==> config.mk <==
export PLATFORM = sky130hd
export DESIGN_NAME = bitherm_encoder
export DESIGN_NICKNAME = d
export VERILOG_FILES = /design/src/rtl/bitherm_sign_split.sv /design/src/rtl/bitherm_fill.sv /design/src/rtl/bitherm_route.sv /design/src/rtl/bitherm_encoder.sv
export SDC_FILE = /design/constraint.sdc
export NUM_CORES = 1
export LEC_CHECK = 0
export CORE_MARGIN = 8
export CORE_UTILIZATION = 45
export CTS_CLUSTER_DIAMETER = 150
export CTS_CLUSTER_SIZE = 40
export DETAILED_ROUTE_END_ITERATION = 8
export PLACE_DENSITY = 0.73
export SLEW_MARGIN = 20
export SYNTH_ARGS = -nofsm -noshare
export SYNTH_HDL_FRONTEND = slang
export SYNTH_SLANG_ARGS = --single-unit
==> constraint.sdc <==
create_clock -name clk -period 1.18 [get_ports clk]
set_clock_uncertainty 0.15 [all_clocks]
set_input_delay 0.236 -clock clk [delete_from_list [all_inputs] [get_ports clk]]
set_output_delay 0.236 -clock clk [all_outputs]
set_load 0.005 [all_outputs]
==> src/rtl/bitherm_sign_split.sv <==
module bitherm_sign_split #(
  parameter int CODE_W = 5
) (
  input  logic signed [CODE_W-1:0] code_i,
  output logic                     neg_o,
  output logic                     pos_o,
  output logic        [CODE_W-1:0] mag_o
);
  logic signed [CODE_W:0] ext;
  logic signed [CODE_W:0] flipped;

  assign ext     = {code_i[CODE_W-1], code_i};
  assign flipped = -ext;
  assign neg_o   = code_i[CODE_W-1];
  assign pos_o   = !code_i[CODE_W-1] && (code_i != '0);
  // The most negative code gives a magnitude of 2**(CODE_W-1), which still fits in CODE_W bits.
  assign mag_o   = neg_o ? flipped[CODE_W-1:0] : ext[CODE_W-1:0];
endmodule

==> src/rtl/bitherm_fill.sv <==
module bitherm_fill #(
  parameter int CODE_W = 5,
  localparam int HALF  = 2 ** (CODE_W - 1)
) (
  input  logic [CODE_W-1:0] mag_i,
  output logic [HALF-1:0]   fill_o
);
  // One comparator per line: line k is lit when the magnitude exceeds k.
  for (genvar k = 0; k < HALF; k++) begin : g_cmp
    assign fill_o[k] = (mag_i > CODE_W'(k));
  end
endmodule

==> src/rtl/bitherm_route.sv <==
module bitherm_route #(
  parameter int HALF = 16
) (
  input  logic            neg_i,
  input  logic            pos_i,
  input  logic [HALF-1:0] fill_i,
  output logic [HALF-1:0] src_o,
  output logic [HALF-1:0] snk_o
);
  for (genvar k = 0; k < HALF; k++) begin : g_lane
    assign src_o[k] = pos_i && fill_i[k];
    assign snk_o[k] = neg_i && fill_i[k];
  end
endmodule

==> src/rtl/bitherm_encoder.sv <==
module bitherm_encoder #(
  parameter int CODE_W = 5,
  localparam int HALF  = 2 ** (CODE_W - 1),
  localparam int LINES = 2 * HALF
) (
  input  logic                     clk,
  input  logic                     rst_n,
  input  logic                     code_vld_i,
  input  logic signed [CODE_W-1:0] code_i,
  output logic        [LINES-1:0]  elem_en_o
);
  logic              is_neg;
  logic              is_pos;
  logic [CODE_W-1:0] mag;
  logic [HALF-1:0]   fill;
  logic [HALF-1:0]   src_nxt;
  logic [HALF-1:0]   snk_nxt;
  logic [LINES-1:0]  en_q;

  bitherm_sign_split #(.CODE_W(CODE_W)) u_split (
    .code_i (code_i),
    .neg_o  (is_neg),
    .pos_o  (is_pos),
    .mag_o  (mag)
  );

  bitherm_fill #(.CODE_W(CODE_W)) u_fill (
    .mag_i  (mag),
    .fill_o (fill)
  );

  bitherm_route #(.HALF(HALF)) u_route (
    .neg_i  (is_neg),
    .pos_i  (is_pos),
    .fill_i (fill),
    .src_o  (src_nxt),
    .snk_o  (snk_nxt)
  );

  always_ff @(posedge clk or negedge rst_n) begin
    if (!rst_n)          en_q <= '0;
    else if (code_vld_i) en_q <= {snk_nxt, src_nxt};
  end

  assign elem_en_o = en_q;

  // Observation points for the assertions.
  logic [HALF-1:0]          src_now;
  logic [HALF-1:0]          snk_now;
  logic signed [CODE_W-1:0] last_code;
  logic signed [CODE_W:0]   code_step;
  logic                     unit_step;

  assign src_now = en_q[HALF-1:0];
  assign snk_now = en_q[LINES-1:HALF];

  always_ff @(posedge clk or negedge rst_n) begin
    if (!rst_n)          last_code <= '0;
    else if (code_vld_i) last_code <= code_i;
  end

  assign code_step = {code_i[CODE_W-1], code_i} - {last_code[CODE_W-1], last_code};
  assign unit_step = code_vld_i &&
                     ((code_step == {{CODE_W{1'b0}}, 1'b1}) || (code_step == '1));

  AST_NO_OVERLAP: assert property (@(posedge clk) disable iff (!rst_n)
    !((|src_now) && (|snk_now)));

  AST_TOP_SOURCE_IDLE: assert property (@(posedge clk) disable iff (!rst_n)
    !src_now[HALF-1]);

  AST_HOLD: assert property (@(posedge clk) disable iff (!rst_n)
    !code_vld_i |=> $stable(elem_en_o));

  AST_ZERO_DARK: assert property (@(posedge clk) disable iff (!rst_n)
    (code_vld_i && code_i == '0) |=> (elem_en_o == '0));

  AST_UNIT_STEP: assert property (@(posedge clk) disable iff (!rst_n)
    unit_step |=> ($countones(elem_en_o ^ $past(elem_en_o)) == 1));

  AST_BALANCE: assert property (@(posedge clk) disable iff (!rst_n)
    code_vld_i |=> (($countones(src_now) - $countones(snk_now)) == int'($past(code_i))));

endmodule

==> impl_metrics.prom <==
# TYPE chip_impl_metric gauge
chip_impl_metric{name="drcViolationCount",unit=""} 0
chip_impl_metric{name="worstMarginPinSlew",unit="ns"} 0.384
chip_impl_metric{name="routed_len_inst",unit="µm"} 25.9
chip_impl_metric{name="grt_antenna_before_repair",unit=""} 0
chip_impl_metric{name="clock_tree.buffer_depth",unit=""} 2
chip_impl_metric{name="power.total",unit="µW"} 3320
chip_impl_metric{name="synthesized_instance_count",unit=""} 169
chip_impl_metric{name="critPathRequiredTime",unit="ns"} 1.18
chip_impl_metric{name="finish.utilization",unit="%"} 92.2
chip_impl_info{name="synthDominantAreaCellType",value="dfrtp_1"} 1
chip_impl_info{name="clockRootBuffer",value="clkbuf_8"} 1
chip_impl_info{name="crit_slowest_cell",value="a211o_4"} 1
chip_impl_metric{name="grt_pass1_wl",unit="µm"} 10900
chip_impl_metric{name="ys_seq_area_share",unit="%"} 47.9
chip_impl_info{name="yosys-top-cells-count",value="32 x dfrtp_1, 15 x inv_1, 15 x o2bb2ai_1, 12 x o21ai_0"} 1
chip_impl_metric{name="clock_insertion_delay_worst_skew",unit="ns"} 0.29
chip_impl_metric{name="worst_slack",unit="ns"} -0.377
chip_impl_info{name="unrepaired_setup_endpoints_after_global_routing",value="yes"} 1
chip_impl_metric{name="design.die.area",unit="µm²"} 5920
chip_impl_metric{name="die_height",unit="µm"} 77.0
chip_impl_metric{name="syn-num-nets",unit=""} 179
chip_impl_metric{name="cellPowerDensity",unit="nW/µm²"} 999
chip_impl_metric{name="drt_first_pass_iters",unit=""} 5
chip_impl_metric{name="ys_async_sr_fraction",unit="%"} 100
chip_impl_metric{name="grtUsageTotal",unit="%"} 22.6
chip_impl_metric{name="drv_cap",unit=""} 0
chip_impl_metric{name="area.growth.synth_to_final",unit="%"} 98.8
chip_impl_info{name="reg2reg_from",value="elem_en_o[25]"} 1
chip_impl_metric{name="synth-compound-area-share",unit="%"} 23.1
chip_impl_metric{name="cts.hold.buffers_added",unit=""} 0
chip_impl_metric{name="core-area",unit="µm²"} 3610
chip_impl_metric{name="cts_inserted_buffers",unit=""} 5
chip_impl_metric{name="synth-adder-area-share",unit="%"} 1.50
chip_impl_info{name="violations",value="negative setup slack"} 1
chip_impl_metric{name="postSynthAreaPerCell",unit="µm²"} 9.90
chip_impl_metric{name="cts.htree.levels",unit=""} 2
chip_impl_metric{name="fp-row-count",unit=""} 22
chip_impl_info{name="crit_path_frequent_cell",value="buf_6"} 1
chip_impl_metric{name="worst_ir_drop_vdd",unit="µV"} 967
chip_impl_metric{name="synth_mux_area_share",unit="%"} 0.673
chip_impl_metric{name="post-route-min-period",unit="ns"} 1.56
chip_impl_metric{name="port-buffer-count",unit=""} 39
chip_impl_metric{name="largest_register_ff_count",unit=""} 32
chip_impl_metric{name="critical_path.max_stage_delay",unit="ns"} 0.36
chip_impl_metric{name="synthSimpleGateAreaFrac",unit="%"} 17.6
chip_impl_info{name="setup.worst_path.class",value="input port to register"} 1
chip_impl_metric{name="drv_slew",unit=""} 0
chip_impl_metric{name="clock-sinks",unit=""} 32
chip_impl_metric{name="antennaDiodeCount",unit=""} 0
chip_impl_metric{name="place_congestion",unit=""} 0.900
chip_impl_metric{name="routed-via-count",unit=""} 2154
chip_impl_info{name="ys.flop_type",value="dfrtp_1"} 1
chip_impl_info{name="synth.area.top_cells",value="dfrtp_1 48%, o2bb2ai_1 7.9%, o21ai_0 3.6%"} 1
chip_impl_metric{name="finalCritPeriodShare",unit="%"} 132
chip_impl_info{name="main_combinational_cell_family_by_area_after_synthesis",value="compound AO/OA/AOI/OAI gates"} 1
chip_impl_metric{name="worst_ep_arrival_time",unit="ns"} 1.56
chip_impl_metric{name="first_global_vias",unit=""} 2089
chip_impl_metric{name="synth_top_area_share",unit="%"} 47.9
chip_impl_metric{name="finalNetCount",unit=""} 307
chip_impl_metric{name="drtAntennaViolNets",unit=""} 0
chip_impl_info{name="top_count_cell_post_synth",value="dfrtp_1"} 1
chip_impl_metric{name="fillCellCount",unit=""} 121
chip_impl_metric{name="num_io_pins",unit=""} 40
chip_impl_metric{name="synth_area",unit="µm²"} 1670
chip_impl_info{name="setup_crit_end_kind",value="register"} 1
chip_impl_metric{name="hold_violations",unit=""} 0
chip_impl_metric{name="timing.max_slew.rel_slack",unit="%"} 74.4
chip_impl_metric{name="chipWidth",unit="µm"} 77.0
chip_impl_metric{name="yosysUniqueCellTypes",unit=""} 47
chip_impl_metric{name="synth_warnings",unit=""} 0
chip_impl_metric{name="grt_start_max_net_pins",unit=""} 33
chip_impl_info{name="worst_setup_path_start_kind",value="input port"} 1
chip_impl_metric{name="starting_density_of_the_core",unit="%"} 46.4
chip_impl_metric{name="dp_hpwl",unit="µm"} 3790
chip_impl_metric{name="post_drt_via_cell_ratio",unit=""} 6.23
chip_impl_info{name="cp-startpoint",value="code_i[1]"} 1
chip_impl_metric{name="clk_pin_slew_worst_paths",unit="ns"} 0.07
chip_impl_metric{name="global_route.overflow_total",unit=""} 0
chip_impl_metric{name="max_freq",unit="MHz"} 642
chip_impl_metric{name="drt_iter0_drc",unit=""} 256
chip_impl_metric{name="synth_enable_flop_cells",unit=""} 0
chip_impl_metric{name="seq_cells_post_synth",unit=""} 32
chip_impl_info{name="cp_cell_sequence",value="buf_8 -> inv_6 -> ha_4 -> buf_6 -> buf_6 -> nand2b_4 -> a211o_4 -> a21oi_4 -> o311ai_1"} 1
chip_impl_info{name="type_of_the_most_critical_hold_path",value="input port to asynchronous set/reset pin"} 1
chip_impl_metric{name="post_synth_xor_area_fraction",unit="%"} 2.09
chip_impl_metric{name="finalSetupViolCount",unit=""} 54
chip_impl_metric{name="wl",unit="µm"} 8960
chip_impl_info{name="status",value="finished, violations left"} 1
chip_impl_info{name="tritoncts_clock_tree",value="done"} 1
chip_impl_metric{name="layout-drive-gt1-share",unit="%"} 68.8
chip_impl_metric{name="final_hold_slack",unit="ns"} 0.165
chip_impl_metric{name="critical_path_peak_fanout",unit=""} 7
chip_impl_metric{name="leakage",unit="µW"} 0.00162
report_power, final:
group | switching [µW] | internal (µW) | total [µW]
logic | 572 | 605 | 1180
clock network | 424 | 474 | 898
registers | 60.2 | 1190 | 1250
total | 1060 | 2270 | 3320
logic make-up (layout without fill, tap and decap cells):
logic type / after synthesis / count (layout)
AOI/OAI and AO/OA: 52 / 52
xor gates and xnor gates: 4 / 4
adders and majority gates: 2 / 2
buffers and inverters: 28 / 157
DFF: 32 / 32
muxes: 1 / 1
and+or+nand+nor: 50 / 50
routing by layer:
layer / up-vias / track usage (%) / routed length (µm)
met1: 1055 / 26.3 / 3240
met4: 0 / 8.87 / 718
met3: 64 / 6.64 / 832
met5: - / 0 / 0
li1: 859 / - / -
met2: 176 / 38.0 / 4180
worst paths after layout:
check	endpoint	slack, ns	cells after the start
max in group asynchronous	elem_en_o[24]	0.54	2
min in group clk	elem_en_o[8]	0.24	4
worst min register to register	elem_en_o[1]	0.35	1
worst min-delay path	elem_en_o[6]	0.17	2
worst max-delay path	elem_en_o[24]	-0.38	9
worst max register to register	elem_en_o[25]	0.02	4
cell usage in the layout, fill, tap and decap left out, drive strengths merged, types with 2 or more instances in the layout:
cell type and n:
xor2 2, a21o 2, or3 3, nand3 4, nand4b 2, dfrtp 32
buf 131, xnor2 2, or3b 3, nand2 8, a311oi 2, ha 2
clkbuf 7, nor2 8, nor2b 4, and2 3, nand2b 6, inv 14
o31ai 2, a21oi 7, clkinvlp 2, nor3 3, o2bb2ai 15, o21ai 12
critical path, delay by kind of cell:
family                     cells  cell delay, ns
AOI/OAI and AO/OA              3            0.64
adders and majority gates      1            0.19
buffers and inverters          4            0.43
and+or+nand+nor                1            0.06
cell type report:
class                           instances  area (µm²)  share of cell area (%)
Timing Repair Buffer                  134        1130                    33.9
Clock buffer                            7        86.3                    2.60
Clock inverter                          1        7.51                   0.226
Tap cell                               48        60.1                    1.81
Multi-Input combinational cell        109        1170                    35.3
Sequential cell                        32         801                    24.1
Inverter                               15        72.6                    2.18
repair_timing:
action | 4_1_cts | 5_1_grt
pin swaps | 29 | 21
setup buffers | 28 | 20
hold endpoints to repair | 0 | 0
setup endpoints to repair | 63 | 61
cloned | 3 | 0
resized for setup | 223 | 37
stage by stage:
| stage | worst slack [ns] | TNS (ns) | instances | instance area [µm²] |
|---|---|---|---|---|
| 2_1_floorplan | -0.479 | -9.47 | 169 | 1790 |
| 3_3_place_gp | -0.999 | -27.96 | 287 | 2470 |
| 3_5_place_dp | -1.05 | -28.64 | 287 | 2470 |
| 4_1_cts | -0.297 | -4.97 | 326 | 3010 |
| 5_1_grt | -0.445 | -9.10 | 346 | 3330 |
| 6_report | -0.377 | -7.94 | 346 | 3330 |
Power figures use the tool's default switching activity.
